==> config.mk <==
export PLATFORM = sky130hd
export DESIGN_NAME = flkey_ctrl
export DESIGN_NICKNAME = d
export VERILOG_FILES = /design/src/rtl/flkey_pkg.sv /design/src/rtl/flkey_busdec.sv /design/src/rtl/flkey_stage.sv /design/src/rtl/flkey_active.sv /design/src/rtl/flkey_rdmux.sv /design/src/rtl/flkey_ctrl.sv
export SDC_FILE = /design/constraint.sdc
export NUM_CORES = 1
export LEC_CHECK = 0
export BUFFER_PORTS_ARGS = -buffer_cell sky130_fd_sc_hd__buf_4
export CAP_MARGIN = 5
export CORE_MARGIN = 2
export CORE_UTILIZATION = 40
export DETAILED_ROUTE_END_ITERATION = 10
export PLACE_DENSITY_LB_ADDON = 0.2
export SLEW_MARGIN = 20
export SYNTH_ARGS = -nofsm -noshare
export SYNTH_HDL_FRONTEND = slang
export SYNTH_SLANG_ARGS = --single-unit
==> constraint.sdc <==
create_clock -name clk -period 1.4 [get_ports clk]
set_input_delay 0 -clock clk [delete_from_list [all_inputs] [get_ports clk]]
set_output_delay 0 -clock clk [all_outputs]
set_load 0.1 [all_outputs]
==> src/rtl/flkey_pkg.sv <==
package flkey_pkg;
  localparam int MODE_W = 3;
  localparam logic [MODE_W-1:0] MODE_RUN  = 3'b101;
  localparam logic [MODE_W-1:0] MODE_LOCK = 3'b010;
endpackage

==> src/rtl/flkey_busdec.sv <==
module flkey_busdec #(
  parameter int ADDR_W = 4,
  parameter int DATA_W = 8,
  parameter logic [ADDR_W-1:0] CTRL_ADDR   = '0,
  parameter logic [ADDR_W-1:0] COMMIT_ADDR = 1,
  parameter logic [DATA_W-1:0] KEY         = 8'hD5
) (
  input  logic [ADDR_W-1:0] addr,
  input  logic [DATA_W-1:0] wdata,
  input  logic              wr,
  output logic              sel_ctrl,
  output logic              stage_we,
  output logic              key_hit
);
  logic sel_commit;
  always_comb begin
    sel_ctrl   = (addr == CTRL_ADDR);
    sel_commit = (addr == COMMIT_ADDR);
    stage_we   = wr && sel_ctrl;
    key_hit    = wr && sel_commit && (wdata == KEY);
  end
endmodule

==> src/rtl/flkey_stage.sv <==
module flkey_stage
  import flkey_pkg::*;
#(
  parameter int AREA_W = 2,
  localparam int FIELD_W = MODE_W + AREA_W + 1
) (
  input  logic              clk,
  input  logic              rst_n,
  input  logic              we,
  input  logic [FIELD_W-1:0] wfield,
  output logic [MODE_W-1:0] stg_mode,
  output logic [AREA_W-1:0] stg_area,
  output logic              stg_rom
);
  always_ff @(posedge clk or negedge rst_n) begin
    if (!rst_n) begin
      stg_mode <= MODE_LOCK;
      stg_area <= '0;
      stg_rom  <= 1'b0;
    end else if (we) begin
      stg_mode <= wfield[MODE_W-1:0];
      stg_area <= wfield[MODE_W +: AREA_W];
      stg_rom  <= wfield[FIELD_W-1];
    end
  end
endmodule

==> src/rtl/flkey_active.sv <==
module flkey_active
  import flkey_pkg::*;
#(
  parameter int AREA_W = 2
) (
  input  logic              clk,
  input  logic              rst_n,
  input  logic              commit,
  input  logic [MODE_W-1:0] stg_mode,
  input  logic [AREA_W-1:0] stg_area,
  input  logic              stg_rom,
  output logic [MODE_W-1:0] act_mode,
  output logic [AREA_W-1:0] act_area,
  output logic              act_rom,
  output logic              act_run
);
  always_ff @(posedge clk or negedge rst_n) begin
    if (!rst_n) begin
      act_mode <= MODE_LOCK;
      act_area <= '0;
      act_rom  <= 1'b0;
      act_run  <= 1'b0;
    end else if (commit) begin
      act_mode <= stg_mode;
      act_area <= stg_area;
      act_rom  <= stg_rom;
      act_run  <= (stg_mode == MODE_RUN);
    end
  end
endmodule

==> src/rtl/flkey_rdmux.sv <==
module flkey_rdmux
  import flkey_pkg::*;
#(
  parameter int AREA_W = 2,
  parameter int DATA_W = 8,
  localparam int FIELD_W = MODE_W + AREA_W + 1
) (
  input  logic              sel_ctrl,
  input  logic [MODE_W-1:0] act_mode,
  input  logic [AREA_W-1:0] act_area,
  input  logic              act_rom,
  output logic [DATA_W-1:0] rdata
);
  logic [FIELD_W-1:0] word;
  always_comb begin
    word  = {act_rom, act_area, act_mode};
    rdata = sel_ctrl ? DATA_W'(word) : '0;
  end
endmodule

==> src/rtl/flkey_ctrl.sv <==
module flkey_ctrl
  import flkey_pkg::*;
#(
  parameter int ADDR_W = 4,
  parameter int DATA_W = 8,
  parameter int AREA_W = 2,
  parameter logic [ADDR_W-1:0] CTRL_ADDR   = '0,
  parameter logic [ADDR_W-1:0] COMMIT_ADDR = 1,
  parameter logic [DATA_W-1:0] KEY         = 8'hD5
) (
  input  logic              clk,
  input  logic              rst_n,
  input  logic [ADDR_W-1:0] bus_addr,
  input  logic [DATA_W-1:0] bus_wdata,
  input  logic              bus_wr,
  output logic [DATA_W-1:0] bus_rdata,
  output logic              cmd_en,
  output logic [AREA_W-1:0] area_sel,
  output logic              rom_sel
);
  localparam int FIELD_W = MODE_W + AREA_W + 1;

  logic              sel_ctrl, stage_we, key_hit;
  logic [MODE_W-1:0] stg_mode, act_mode;
  logic [AREA_W-1:0] stg_area, act_area;
  logic              stg_rom, act_rom, act_run;

  flkey_busdec #(
    .ADDR_W(ADDR_W), .DATA_W(DATA_W),
    .CTRL_ADDR(CTRL_ADDR), .COMMIT_ADDR(COMMIT_ADDR), .KEY(KEY)
  ) u_dec (
    .addr(bus_addr), .wdata(bus_wdata), .wr(bus_wr),
    .sel_ctrl(sel_ctrl), .stage_we(stage_we), .key_hit(key_hit)
  );

  flkey_stage #(.AREA_W(AREA_W)) u_stage (
    .clk(clk), .rst_n(rst_n), .we(stage_we),
    .wfield(bus_wdata[FIELD_W-1:0]),
    .stg_mode(stg_mode), .stg_area(stg_area), .stg_rom(stg_rom)
  );

  flkey_active #(.AREA_W(AREA_W)) u_act (
    .clk(clk), .rst_n(rst_n), .commit(key_hit),
    .stg_mode(stg_mode), .stg_area(stg_area), .stg_rom(stg_rom),
    .act_mode(act_mode), .act_area(act_area), .act_rom(act_rom),
    .act_run(act_run)
  );

  flkey_rdmux #(.AREA_W(AREA_W), .DATA_W(DATA_W)) u_rd (
    .sel_ctrl(sel_ctrl), .act_mode(act_mode), .act_area(act_area),
    .act_rom(act_rom), .rdata(bus_rdata)
  );

  assign cmd_en   = act_run;
  assign area_sel = act_area;
  assign rom_sel  = act_rom;
endmodule

==> impl_results.md <==
- Total clock sinks: 13
- Synth top area cells: dfrtp_1 (46%), mux2_2 (24%), dfstp_2 (8.7%)
- DRC: 0
- Leakage: 0.476 nW
- Number of global-route vias before repair: 493
- Clk_lat worst skew: around 270 ps
- Top routing layer used: met4
- Postcts setup bufs: 0
- Crit. End Element: flop
- Synth cell types: 13
- GRT overflow: 0
- VDD IR-drop max: approximately 0.0006 V
- CORE AREA: approximately 0.0015 mm²
- IO Pins: 27
- Commonest cells after routing, fill and taps aside: buf_4 (25), dfrtp_1 (8), mux2_2 (7), mux2_4 (6), dlygate4sd3_1 (5)
- Commonest non-fill, non-tap cell in the layout: buf_4
- Initial core utilization: 0.416
- Maximum clock path buffer count: 2
- Row cnt: 14
- ANT cells: 0
- Unrepaired setup endpoints after global routing: false
- Number of routed nets with antenna violations: 0
- Hold WS: 104 ps
- Syn Area/Cell: approximately 14 µm²
- Area Overhead vs Synth: 56.1%
- Die W: 42.9 µm
- Via count: 474
- Status: completed
- Finished Layout Cells: 96
- WL met3: 91 µm
- Critical path class: primary input to flop
- Design area: 943 µm²
- CTS tree: yes
- Die Y: 42.9 µm
- Cell accounting for the most synthesized area: dfrtp_1
- Final setup margin: 107 ps
- Total wire length: 1280 µm
- WL met1: 521 µm
- Worst hold path class: primary input to async pin
- Final #Nets: 96
- Detailed-router iteration count before antenna repair: 4
- Global-route wire length before repair: ~2200 µm
- Post-synth top area share: 0.455
- Clock Tree Root: clkbuf_4
- Yosys reg bits: 13
- CP arrival: around 1500 ps
- Fin. Hold Viols: 0
- Nature of the critical path startpoint: primary input
- Max Clk Rate: a little under 0.8 GHz
- Clk slew on worst S/H paths: 80 ps
- DR vias/cell: 4.94
- Placed cell areas: 816 µm²
- Sequential cell area fraction in the yosys report: 0.542
- H-tree lvl count: 1
- Largest net degree at the start of global routing: 14
- Placed Cells: 85
- All-Layer GR Usage: 0.158
- Final-report setup violation count: 0
- Routed length on met2: 651 µm
- Initial antenna violation count: 0
- Setup Skew: 0.280 ps
- Area of the die: 0.00184 mm²
- Cell count after synthesis: 44
- Final period utilization: 0.923
- Port bufs: 24
- Synthesized cell area: around 600 µm²
- TritonCTS buffer count: 3
- Fin crit period: 1290 ps
- Worst EP required: 1560 ps
- Share of layout cells above drive strength 1: 0.650
- Reported max-cap violation count: 0
- Fillcell total: 120
- DRT iter0 DRCs: 1
- Slew Limit Fails: 0
- Pre-CTS WS: -30.4 ps
- GP Congestion: 0.714
- Synth warn: 0
- DR WL/cell: 13.3 µm
- Crit Path Max Fanout: 7
- Power per cell area: roughly 870 mW/mm²
registers in the layout (all words and copies together) (netlist names):
register and count:
u_act.act_rom 1, u_act.act_run 1, u_act.act_area 2, u_stage.stg_rom 1, u_stage.stg_mode 3, u_stage.stg_area 2, u_act.act_mode 3
path summary, 6_finish.rpt:
path | start | endpoint | slack, ps | cells after the start
max | bus_wdata[0] | u_act.act_rom$_DFFE_PN0P_ | 110 | 6
min | rst_n | u_act.act_mode[2]$_DFFE_PN0P_ | 100 | 2
max reg2reg | u_stage.stg_mode[1]$_DFFE_PN1P_ | u_act.act_run$_DFFE_PN0P_ | 450 | 2
min reg2reg | u_stage.stg_area[1]$_DFFE_PN0P_ | u_act.act_area[1]$_DFFE_PN0P_ | 510 | 1
max in group asynchronous | rst_n | u_stage.stg_mode[1]$_DFFE_PN1P_ | 1060 | 2
min in group clk | bus_wdata[4] | u_stage.stg_area[1]$_DFFE_PN0P_ | 150 | 3
worst max-delay path: stages:
cell           delay (ps)
dlygate4sd3_1         520
buf_4                 100
nand4bb_1             150
nor4_4                190
buf_6                 190
mux2_4                310
layer usage:
metal | GRT usage | vias to the layer above
met5 | 0 | -
met4 | 0.0563 | 0
met3 | 0.0255 | 2
met2 | 0.273 | 22
met1 | 0.197 | 227
li1 | - | 223
area by class of cell:
| cell class | count | area [µm²] | share of cell area |
|---|---|---|---|
| Sequential cell | 13 | 332 | 0.351 |
| Multi-Input combinational cell | 30 | 292 | 0.309 |
| Tap cell | 16 | 20.0 | 0.0212 |
| Timing Repair Buffer | 33 | 274 | 0.290 |
| Clock buffer | 4 | 26.3 | 0.0279 |
synthesized netlist by cell type:
library cell  instances
and2_1                6
buf_4                 2
conb_1                1
dfrtp_1              11
dfstp_2               2
mux2_2               13
nand2_1               3
nand4b_1              1
nand4bb_1             1
nor2_1                1
nor4_1                1
nor4_4                1
or3_4                 1
power breakdown:
part	internal [mW]	switching (mW)
Sequential	0.421	0.0246
Combinational	0.0773	0.0609
Clock	0.110	0.123
Total	0.609	0.209
kinds of logic (layout without fill, tap and decap cells):
group | after synthesis | in the layout | synth area share
and+or+nand+nor | 15 | 15 | 0.184
muxes | 13 | 13 | 0.242
DFF | 13 | 13 | 0.542
buffers and inverters | 2 | 37 | 0.0248
other | 1 | 2 | 0.00621
repair_timing:
item	in CTS	in global routing
hold buffers	7	0
resized for setup	0	9
setup endpoints to repair	0	7
hold endpoints to repair	19	0
through the flow:
step	utilization	setup TNS [ps]	power [mW]
6_report	0.649	0	0.818
5_1_grt	0.649	0	0.858
4_1_cts	0.627	0	0.819
3_5_place_dp	0.561	-104	0.574
3_3_place_gp	0.561	-10.5	0.571
2_1_floorplan	-	0	0.523
Power figures use the tool's default switching activity.
